**src/rtl/pci_xlate_pkg.sv**
```systemverilog
package pci_xlate_pkg;
  localparam int AD_W  = 32;
  localparam int CBE_W = AD_W / 8;

  localparam logic [CBE_W-1:0] CMD_IACK    = 4'b0000;
  localparam logic [CBE_W-1:0] CMD_SPECIAL = 4'b0001;
  localparam logic [CBE_W-1:0] CMD_CFG_RD  = 4'b1010;
  localparam logic [CBE_W-1:0] CMD_CFG_WR  = 4'b1011;

  typedef enum logic [1:0] {CYC_IACK, CYC_SPECIAL, CYC_TYPE0, CYC_TYPE1} cyc_kind_e;

  typedef struct packed {
    cyc_kind_e        kind;
    logic             is_read;
    logic [CBE_W-1:0] cmd;
    logic [AD_W-1:0]  addr_ad;
    logic [AD_W-1:0]  data_ad;
    logic [CBE_W-1:0] be;
  } cyc_desc_t;
endpackage

```
**src/rtl/pci_xlate_decode.sv**
```systemverilog
module pci_xlate_decode
  import pci_xlate_pkg::*;
#(
  parameter int EN_BIT  = 31,
  parameter int BUS_LSB = 16,
  parameter int BUS_W   = 8,
  parameter int DEV_LSB = 11,
  parameter int DEV_W   = 5,
  parameter int FUN_LSB = 8,
  parameter int FUN_W   = 3,
  parameter int REG_LSB = 2,
  parameter int REG_W   = 6
) (
  input  logic [AD_W-1:0]  cfg_addr,
  input  logic [BUS_W-1:0] own_bus,
  input  logic             cfgd_req,
  input  logic             cfgd_write,
  input  logic [AD_W-1:0]  cfgd_wdata,
  input  logic [CBE_W-1:0] cfgd_be,
  input  logic             iack_req,
  input  logic [CBE_W-1:0] iack_be,
  output logic             launch,
  output cyc_desc_t        desc
);
  localparam int SEL_N   = AD_W - DEV_LSB;
  localparam int T1_HI   = BUS_LSB + BUS_W - 1;
  localparam int T1_PAD  = AD_W - 1 - T1_HI;

  logic [BUS_W-1:0] f_bus;
  logic [DEV_W-1:0] f_dev;
  logic [FUN_W-1:0] f_fun;
  logic [REG_W-1:0] f_reg;
  logic [SEL_N-1:0] idsel;
  logic             bus_hit, special_pat, data_go;
  logic [AD_W-1:0]  type0_ad, type1_ad;

  assign f_bus = cfg_addr[BUS_LSB +: BUS_W];
  assign f_dev = cfg_addr[DEV_LSB +: DEV_W];
  assign f_fun = cfg_addr[FUN_LSB +: FUN_W];
  assign f_reg = cfg_addr[REG_LSB +: REG_W];

  generate
    for (genvar i = 0; i < SEL_N; i++) begin : g_idsel
      assign idsel[i] = (f_dev == DEV_W'(i));
    end
  endgenerate

  assign bus_hit     = (f_bus == own_bus);
  assign special_pat = bus_hit && (&f_dev) && (&f_fun) && (f_reg == '0);
  assign data_go     = cfgd_req && cfg_addr[EN_BIT];
  assign launch      = data_go || iack_req;
  assign type0_ad    = {idsel, f_fun, f_reg, 2'b00};
  assign type1_ad    = {{T1_PAD{1'b0}}, cfg_addr[T1_HI:REG_LSB], 2'b01};

  always_comb begin
    desc = '0;
    if (data_go) begin
      desc.is_read = !cfgd_write;
      desc.be      = cfgd_be;
      if (special_pat) begin
        if (cfgd_write) begin
          desc.kind    = CYC_SPECIAL;
          desc.cmd     = CMD_SPECIAL;
          desc.data_ad = cfgd_wdata;
          desc.be      = '0;
        end else begin
          desc.kind = CYC_IACK;
          desc.cmd  = CMD_IACK;
        end
      end else begin
        desc.kind    = bus_hit ? CYC_TYPE0 : CYC_TYPE1;
        desc.cmd     = cfgd_write ? CMD_CFG_WR : CMD_CFG_RD;
        desc.addr_ad = bus_hit ? type0_ad : type1_ad;
        desc.data_ad = cfgd_write ? cfgd_wdata : '0;
      end
    end else begin
      desc.kind    = CYC_IACK;
      desc.cmd     = CMD_IACK;
      desc.is_read = 1'b1;
      desc.be      = iack_be;
    end
  end
endmodule

```
**src/rtl/pci_xlate_seq.sv**
```systemverilog
module pci_xlate_seq
  import pci_xlate_pkg::*;
(
  input  logic             clk,
  input  logic             rst_n,
  input  logic             launch,
  input  cyc_desc_t        desc,
  input  logic             bus_trdy,
  input  logic             bus_mabort,
  input  logic [AD_W-1:0]  bus_rdata,
  input  logic             rma_clr,
  output logic             busy,
  output logic             addr_phase,
  output logic             data_phase,
  output logic [AD_W-1:0]  ad_out,
  output logic [CBE_W-1:0] cbe_out,
  output logic             done,
  output logic [AD_W-1:0]  rd_value,
  output logic             rma_status
);
  typedef enum logic [1:0] {S_IDLE, S_ADDR, S_DATA} st_e;

  st_e             st_q, st_n;
  cyc_desc_t       desc_q;
  logic            desc_ld, done_n, rma_n;
  logic [AD_W-1:0] rd_n;

  always_comb begin
    st_n    = st_q;
    desc_ld = 1'b0;
    done_n  = 1'b0;
    rd_n    = rd_value;
    rma_n   = rma_clr ? 1'b0 : rma_status;
    case (st_q)
      S_IDLE: if (launch) begin
        st_n    = S_ADDR;
        desc_ld = 1'b1;
      end
      S_ADDR: st_n = S_DATA;
      S_DATA: if (bus_mabort || bus_trdy) begin
        st_n   = S_IDLE;
        done_n = 1'b1;
        if (bus_mabort) begin
          if (desc_q.is_read) rd_n = '1;
          if (desc_q.kind != CYC_SPECIAL) rma_n = 1'b1;
        end else if (desc_q.is_read) begin
          rd_n = bus_rdata;
        end
      end
      default: st_n = S_IDLE;
    endcase
  end

  always_ff @(posedge clk or negedge rst_n) begin
    if (!rst_n) begin
      st_q       <= S_IDLE;
      done       <= 1'b0;
      rd_value   <= '0;
      rma_status <= 1'b0;
      desc_q     <= '0;
    end else begin
      st_q       <= st_n;
      done       <= done_n;
      rd_value   <= rd_n;
      rma_status <= rma_n;
      if (desc_ld) desc_q <= desc;
    end
  end

  assign busy       = (st_q != S_IDLE);
  assign addr_phase = (st_q == S_ADDR);
  assign data_phase = (st_q == S_DATA);
  assign ad_out     = addr_phase ? desc_q.addr_ad : (data_phase ? desc_q.data_ad : '0);
  assign cbe_out    = addr_phase ? desc_q.cmd     : (data_phase ? desc_q.be      : '0);
endmodule

```
**src/rtl/pci_xlate_parity.sv**
```systemverilog
module pci_xlate_parity
  import pci_xlate_pkg::*;
(
  input  logic             clk,
  input  logic             rst_n,
  input  logic [AD_W-1:0]  ad,
  input  logic [CBE_W-1:0] cbe,
  input  logic             phase_on,
  output logic             par_out,
  output logic             par_valid
);
  logic par_n;

  always_comb par_n = ^{ad, cbe};

  always_ff @(posedge clk or negedge rst_n) begin
    if (!rst_n) begin
      par_out   <= 1'b0;
      par_valid <= 1'b0;
    end else begin
      par_out   <= par_n;
      par_valid <= phase_on;
    end
  end
endmodule

```
**src/rtl/pci_cfg_xlate.sv**
```systemverilog
module pci_cfg_xlate
  import pci_xlate_pkg::*;
(
  input  logic        clk,
  input  logic        rst_n,
  input  logic [7:0]  own_bus,
  input  logic        cfga_we,
  input  logic [31:0] cfga_wdata,
  input  logic        cfgd_req,
  input  logic        cfgd_write,
  input  logic [31:0] cfgd_wdata,
  input  logic [3:0]  cfgd_be,
  input  logic        iack_req,
  input  logic [3:0]  iack_be,
  input  logic        bus_trdy,
  input  logic        bus_mabort,
  input  logic [31:0] bus_rdata,
  input  logic        rma_clr,
  output logic        busy,
  output logic        addr_phase,
  output logic        data_phase,
  output logic [31:0] ad_out,
  output logic [3:0]  cbe_out,
  output logic        par_out,
  output logic        par_valid,
  output logic        done,
  output logic [31:0] rd_value,
  output logic        rma_status
);
  logic [1:0]      rst_pipe;
  logic            rst_core_n;
  logic [AD_W-1:0] cfg_addr_q;
  logic            launch;
  cyc_desc_t       desc;

  always_ff @(posedge clk or negedge rst_n) begin
    if (!rst_n) rst_pipe <= 2'b00;
    else        rst_pipe <= {rst_pipe[0], 1'b1};
  end
  assign rst_core_n = rst_pipe[1];

  always_ff @(posedge clk or negedge rst_core_n) begin
    if (!rst_core_n)  cfg_addr_q <= '0;
    else if (cfga_we) cfg_addr_q <= cfga_wdata;
  end

  pci_xlate_decode u_dec (
    .cfg_addr(cfg_addr_q), .own_bus(own_bus),
    .cfgd_req(cfgd_req), .cfgd_write(cfgd_write), .cfgd_wdata(cfgd_wdata),
    .cfgd_be(cfgd_be), .iack_req(iack_req), .iack_be(iack_be),
    .launch(launch), .desc(desc)
  );

  pci_xlate_seq u_seq (
    .clk(clk), .rst_n(rst_core_n), .launch(launch), .desc(desc),
    .bus_trdy(bus_trdy), .bus_mabort(bus_mabort), .bus_rdata(bus_rdata),
    .rma_clr(rma_clr), .busy(busy), .addr_phase(addr_phase),
    .data_phase(data_phase), .ad_out(ad_out), .cbe_out(cbe_out),
    .done(done), .rd_value(rd_value), .rma_status(rma_status)
  );

  pci_xlate_parity u_par (
    .clk(clk), .rst_n(rst_core_n), .ad(ad_out), .cbe(cbe_out),
    .phase_on(addr_phase || data_phase),
    .par_out(par_out), .par_valid(par_valid)
  );
endmodule

```
**config.mk**
```make
export PLATFORM = sky130hd
export DESIGN_NAME = pci_cfg_xlate
export DESIGN_NICKNAME = d
export VERILOG_FILES = /design/src/rtl/pci_xlate_pkg.sv /design/src/rtl/pci_xlate_decode.sv /design/src/rtl/pci_xlate_seq.sv /design/src/rtl/pci_xlate_parity.sv /design/src/rtl/pci_cfg_xlate.sv
export SDC_FILE = /design/constraint.sdc
export NUM_CORES = 1
export LEC_CHECK = 0
export BUFFER_PORTS_ARGS = -buffer_cell sky130_fd_sc_hd__buf_2
export CORE_MARGIN = 5
export CORE_UTILIZATION = 35
export CTS_BUF_LIST = sky130_fd_sc_hd__clkbuf_2
export DETAILED_ROUTE_END_ITERATION = 8
export SYNTH_ARGS = -nofsm -noshare
export SYNTH_HDL_FRONTEND = slang
export SYNTH_SLANG_ARGS = --single-unit
```
**constraint.sdc**
```tcl
create_clock -name clk -period 5.5 [get_ports clk]
set_input_delay 0 -clock clk [delete_from_list [all_inputs] [get_ports clk]]
set_output_delay 0 -clock clk [all_outputs]
set_load 0.05 [all_outputs]
```
==> impl_metrics.ini, run 1 <==
[clocking]
cts_buffer_depth = 2
root_buffer = clkbuf_2
post_cts_buffers = 0
post_cts_resize_count = 0
clock_sinks = 134
htree_levels = 4
cts_buffers = 17
cts_hold_buf = 229

[run_status]
status = did not finish
stop_stage = clock tree synthesis (4_1_cts)
error = [ERROR RSZ-0060] Max buffer count reached.

[yosys]
syn_inst = 728
ys_async_sr_fraction_pct = 100.0
ys_warn_count = 0
syn_area_um2 = 6601
synth_ff_type = dfrtp_1
synth_area_per_cell_um2 = 9.068
yosysTopAreaCell = dfrtp_1
synth_area_leaders = dfrtp_1 (51%), nand2_1 (11%), xnor2_1 (7.8%), o21ai_0 (6.7%), mux2_2 (3.6%)
netlist.area_leader.share_pct = 50.80
synth_fp_nets = 852
synth_common_cells = nand2_1 (193), dfrtp_1 (134), o21ai_0 (89)
synth_edf_count = 0
seq_area_frac_synth_pct = 50.80
synth.most_common_cell = nand2_1
yosysUniqueCellTypes = 38
ys_ff_latch = 134

[floorplanning]
boundaryPins = 196
start_util_pct = 35.41
rows = 50
dieWidth_um = 147.3
die_y_um = 147.3

[placed_design]
port_buffers = 186
placed_cell_area_um2 = 7720
routabilityCongestion = 0.7759
dp_hpwl_um = 13540
[kinds of logic after synthesis]
| group | count (synthesis) | synth area share (%) |
|---|---|---|
| AO/OA/AOI/OAI | 124 | 11.22 |
| XOR/XNOR | 70 | 9.496 |
| adder cells (fa/ha/maj) | 3 | 0.5687 |
| buffers and inverters | 57 | 3.336 |
| flip-flops | 134 | 50.80 |
| multiplexers | 33 | 5.402 |
| other | 1 | 0.05681 |
| AND/OR/NAND/NOR | 306 | 19.12 |
[through the flow]
step / worst slack [ns] / utilization [%] / instances
after detailed placement: 2.681 / 41.41 / 1108
after floorplan: 1.490 / - / 728
after global placement: 2.769 / 41.41 / 1108
==> run 2, diff against run 1 <==
--- a/config.mk
+++ b/config.mk
@@ -7,9 +7,9 @@
 export LEC_CHECK = 0
 export BUFFER_PORTS_ARGS = -buffer_cell sky130_fd_sc_hd__buf_2
 export CORE_MARGIN = 5
-export CORE_UTILIZATION = 35
-export CTS_BUF_LIST = sky130_fd_sc_hd__clkbuf_2
+export CORE_UTILIZATION = 20
 export DETAILED_ROUTE_END_ITERATION = 8
+export PLACE_DENSITY_LB_ADDON = 0.15
 export SYNTH_ARGS = -nofsm -noshare
 export SYNTH_HDL_FRONTEND = slang
 export SYNTH_SLANG_ARGS = --single-unit
==> run 2 against run 1 <==
The flow now finishes without violations. Synthesized area stayed put. Synthesized cell count is the same.
==> impl_metrics.ini, run 2 <==
[worst_setup_path]
ff2ff_path_depth = 9
critPathBufInv = 2
required_ns = 5.84
cp-start-kind = register
slowest_delay_ns = 0.78
endpoint_kind = register
arrival_ns = 3.22
cpMostUsedCell = xnor2_1
path_max_fanout = 36
crit_family = XOR/XNOR gates
rrSetupSlack_ns = 2.62
timing.rr.start = u_seq.st_q[0]
cp_slowest_cell = nor2b_1
path_cells = inv_1 -> ha_1 -> buf_4 -> nor2b_1 -> a22oi_1 -> xnor2_1 -> xnor3_1 -> xnor2_1 -> xnor2_1
crit_type = register to register
worstReg2RegEnd = u_par.par_out

[timing]
tightest_slew_ns = 0.9726
fmax_ghz = 0.3475
slew_violations = 0
min_period_ns = 2.878
tns_ns = 0
relSlewSlack_pct = 34.93
fin_skew_ns = 0.008865
rsz0062_at_grt = false
setup_viol = 0
timing.final.crit_share_pct = 52.33
hold_violations = 0

[final_layout]
num-fill-cells = 3587
final_nets = 1113
reg_top3 = u_seq.desc_q x71, u_seq.rd_value x32, cfg_addr_q x23
drive_above_1_share_pct = 25.55
area.growth.synth_to_final_pct = 45.32
final_common_cell = nand2_1
largest_register_ffs = 71
diodes = 0
layout_common_cells = nand2_1 (192), buf_2 (186), dfrtp_1 (133)
top_register = u_seq.desc_q
finalInstanceArea_um2 = 9593

[worst_hold_path]
worstHoldEndpoint = u_seq.desc_q[73]
hold_path.startpoint = cfgd_write
hp-class = primary input to register
worst_hold_path.num_cells = 5

[global_route]
grt_overflow = 0
grt_use_total_pct = 12.73
grt_pass1_vias = 6025
antenna_found_initial = 0
grt_pass1_wl_um = 35660
grt_max_degree = 75

[floorplanning]
rows = 66
start_util_pct = 20.29
die_y_um = 191.7
boundaryPins = 196
coreArea_um2 = 32540
dieWidth_um = 191.7
floorplan.die_area_um2 = 36740

[yosys]
yosysUniqueCellTypes = 38
synth_ff_type = dfrtp_1
syn_inst = 728
netlist.area_leader.share_pct = 50.80
ys_warn_count = 0
ys_ff_latch = 134
synth_common_cells = nand2_1 (193), dfrtp_1 (134), o21ai_0 (89)
yosysTopAreaCell = dfrtp_1
synth_edf_count = 0
synth_area_per_cell_um2 = 9.068
synth_area_leaders = dfrtp_1 (51%), nand2_1 (11%), xnor2_1 (7.8%), o21ai_0 (6.7%), mux2_2 (3.6%)
seq_area_frac_synth_pct = 50.80
synth_fp_nets = 852
synth.most_common_cell = nand2_1
syn_area_um2 = 6601
ys_async_sr_fraction_pct = 100.0

[power]
p_total_mw = 5.201
powerDensity_nw_per_um2 = 542.1
p_leak_nw = 4.418
irDropWorstVdd_uv = 275.7

[routing]
num_vias = 5760
wirelength_um = 23150
dr.pass1.iters = 4
wl_per_cell_um = 16.03
drc = 0
ant_nets = 0
viasPerCell = 3.989
dr.first_iter.drc_count = 208

[run_status]
status = completed

[clocking]
clock_sinks = 134
cts_tree = built
cts_buffers = 17
root_buffer = clkbuf_16
post_cts_resize_count = 0
cts.clk_slew.worst_paths_ns = 0.06
post_cts_buffers = 0
clk_latency_ns = 0.42
cts_hold_buf = 99
cts_buffer_depth = 2
htree_levels = 4

[placed_design]
routabilityCongestion = 0.7162
dp_hpwl_um = 16530
port_buffers = 186
placed_cell_area_um2 = 7966

[run]
maxCapViolCount = 0
run 2: cells by family (layout without fill, tap and decap cells):
family	Yosys count	count (layout)	share of synthesized area, %
xor+xnor	70	70	9.496
mux	33	33	5.402
compound gates	124	124	11.22
simple gates	306	306	19.12
flops	134	134	50.80
other cells	1	1	0.05681
fa+ha+maj	3	3	0.5687
buf+inv	57	331	3.336
run 2: through the flow:
step                      hold WS [ns]  std cells  util (%)  setup WS [ns]
after global routing           0.05779       1444     29.48          2.357
after global placement         -0.2125       1313     24.48          2.615
after floorplan                -0.2956        728         -          1.490
after CTS                      0.01569       1444     29.48          2.549
after detailed placement       -0.2111       1313     24.48          2.558
final                          0.05016       1444     29.48          2.622
run 2: per-layer routing:
| metal | vias to the layer above | GRT usage (%) | share of wire, % |
|---|---|---|---|
| li1 | 2944 | - | - |
| met1 | 2686 | 18.69 | 51 |
| met2 | 120 | 19.00 | 44 |
| met3 | 10 | 2.781 | 3.9 |
| met4 | 0 | 3.122 | 0.93 |
| met5 | - | 0 | 0 |
run 2: where the power goes:
group | internal, mW | switching, mW | total, mW | leakage (nW)
logic | 0.774 | 1.59 | 2.36 | 2.41
clock network | 0.779 | 0.481 | 1.26 | 0.305
registers | 1.29 | 0.285 | 1.58 | 1.70
run 2: worst max-delay path by stage:
stage	end	cells past startpoint	startpoint	slack [ns]
global route	u_par.par_out	9	u_seq.st_q[0]	2.36
global placement	u_par.par_out	9	u_seq.st_q[0]	2.62
floorplan	cfg_addr_q[10]	0	rst_pipe[1]	1.49
CTS	u_par.par_out	9	u_seq.st_q[0]	2.55
detailed placement	u_par.par_out	9	u_seq.st_q[0]	2.56
finish	u_par.par_out	9	u_seq.st_q[0]	2.62
run 2: final cells by class:
cell class / instances / area, um^2 / area share (%)
clock buffers: 19 / 442.9 / 4.617
repair buffers: 292 / 1974 / 20.58
clock inverters: 13 / 192.7 / 2.009
inverters: 7 / 26.28 / 0.2739
well taps: 442 / 553.0 / 5.765
flip-flops and latches: 134 / 3357 / 34.99
multi-input cells: 537 / 3047 / 31.76
run 2: worst register-to-register path, stage by stage (launching register included):
cell,delay (ns)
dfrtp_1,0.38
inv_1,0.10
ha_1,0.15
buf_4,0.36
nor2b_1,0.79
a22oi_1,0.20
xnor2_1,0.23
xnor3_1,0.27
xnor2_1,0.19
xnor2_1,0.13
Power figures use the tool's default switching activity.
==> run 3, diff against run 2 <==
==> constraint.sdc (replaced) <==
create_clock -name clk -period 2.7 [get_ports clk]
set_input_delay 0 -clock clk [delete_from_list [all_inputs] [get_ports clk]]
set_output_delay 0 -clock clk [all_outputs]
set_load 0.05 [all_outputs]
==> run 3 against run 2 <==
Combinational power is 110% higher. Clock power rose by 110%. Via count rose by 1.6%. Clock skew grew 0.0030 ns. Total power grew 110%. Fmax increased by 19%. Worst setup slack got worse by 2.4 ns. Die area stayed put.
==> impl_metrics.ini, run 3 (synthesis gave the netlist of run 2 again) <==
[timing]
slew_violations = 0
fin_skew_ns = 0.01189
tightest_slew_ns = 0.7645
min_period_ns = 2.429
tns_ns = 0
relSlewSlack_pct = 48.93
rsz0062_at_grt = false
hold_violations = 0
fmax_ghz = 0.4118
timing.final.crit_share_pct = 89.95
setup_viol = 0

[worst_hold_path]
hp-class = primary input to register
worst_hold_path.num_cells = 3

[clocking]
clk_latency_ns = 0.43
cts_tree = built
htree_levels = 4
clock_sinks = 134
post_cts_buffers = 0
cts_buffers = 17
post_cts_resize_count = 0
root_buffer = clkbuf_16
cts_hold_buf = 99
cts_buffer_depth = 2
cts.clk_slew.worst_paths_ns = 0.06

[final_layout]
layout_common_cells = nand2_1 (192), buf_2 (186), dfrtp_1 (133)
largest_register_ffs = 71
num-fill-cells = 3532
final_common_cell = nand2_1
reg_top3 = u_seq.desc_q x71, u_seq.rd_value x32, cfg_addr_q x23
drive_above_1_share_pct = 25.97
top_register = u_seq.desc_q
area.growth.synth_to_final_pct = 46.66
fin_cells = 1451
diodes = 0
final_nets = 1120

[worst_setup_path]
worstReg2RegEnd = u_seq.desc_q[2]
cp_slowest_cell = dlygate4sd3_1
ff2ff_path_depth = 7
crit_type = register to register
rrSetupSlack_ns = 0.27
endpoint_kind = register
path_cells = xnor2_1 -> nand4_1 -> nor2_2 -> a41oi_1 -> a221oi_1 -> dlygate4sd3_1 -> nor2_1
cp-startpoint = cfg_addr_q[18]
crit_end = u_seq.desc_q[2]
arrival_ns = 2.74
required_ns = 3.01
cp-start-kind = register
timing.rr.start = cfg_addr_q[18]
path_max_fanout = 8
slowest_delay_ns = 0.61

[routing]
wl_per_cell_um = 16.17
dr.first_iter.drc_count = 281
ant_nets = 0
wirelength_um = 23470
dr.pass1.iters = 5
viasPerCell = 4.032
drc = 0
num_vias = 5850

[floorplanning]
die_y_um = 191.7
coreArea_um2 = 32540
start_util_pct = 20.29
dieWidth_um = 191.7
floorplan.die_area_um2 = 36740
rows = 66
boundaryPins = 196

[power]
p_leak_nw = 4.475
irDropWorstVdd_uv = 492.8
powerDensity_nw_per_um2 = 1110

[global_route]
antenna_found_initial = 0
grt_pass1_wl_um = 36580
grt_use_total_pct = 13.06
grt_pass1_vias = 6041
grt_overflow = 0
grt_max_degree = 74

[run_status]
status = completed

[run]
maxCapViolCount = 0

[placed_design]
dp_hpwl_um = 17110
port_buffers = 186
routabilityCongestion = 0.7127
placed_cells = 1320
[run 3: cell type report]
type	count	area [um^2]	area share, %
Inverter	7	26.28	0.2714
Tap cell	442	553.0	5.712
Clock buffer	21	470.5	4.859
Multi-Input combinational cell	537	3040	31.40
Timing Repair Buffer	299	2039	21.06
Clock inverter	11	195.2	2.016
Sequential cell	134	3357	34.67
[run 3: critical path, delay by kind of cell, from the launching register on]
kind                   cells  cell delay (ns)
AND/OR/NAND/NOR            3             0.49
AO/OA/AOI/OAI              2             0.61
buffers and inverters      1             0.61
XOR/XNOR                   1             0.18
flip-flops                 1             0.43
[run 3: routing by layer]
metal	vias up	routed length, um	share of wire, %	track usage (%)
met1	2710	12110	52	19.97
met4	0	356	1.5	3.895
met3	15	1076	4.6	2.599
met5	-	0	0	0
li1	2972	-	-	-
met2	153	9922	42	18.38
[run 3: through the flow]
step	utilization (%)	hold slack (ns)	power (mW)	instance area, um^2	setup slack, ns
3_5_place_dp	24.67	-0.2067	8.089	8025	0.3782
3_3_place_gp	24.67	-0.2125	8.075	8025	0.4117
2_1_floorplan	-	-0.2956	6.729	6603	0.09844
5_1_grt	29.76	0.05617	11.45	9682	0.02775
4_1_cts	29.76	0.03179	10.95	9682	0.2182
6_report	29.76	0.04268	10.75	9682	0.2714
[run 3: power by group]
part           internal, mW  leakage (nW)  total [mW]  switching (mW)
Clock                  1.72         0.328        2.67           0.954
Combinational          1.61          2.44        4.85            3.24
Sequential             2.64          1.70        3.23           0.591
[run 3: worst min-delay path by stage]
| stage | from | slack [ns] | to |
|---|---|---|---|
| 6_report | cfgd_req | 0.04 | u_seq.desc_q[50] |
| 5_1_grt | cfgd_write | 0.06 | u_seq.desc_q[73] |
| 4_1_cts | cfgd_req | 0.03 | u_seq.desc_q[50] |
| 3_5_place_dp | rst_n | -0.21 | rst_pipe[0] |
| 3_3_place_gp | rst_n | -0.21 | rst_pipe[0] |
| 2_1_floorplan | rst_n | -0.30 | rst_pipe[0] |
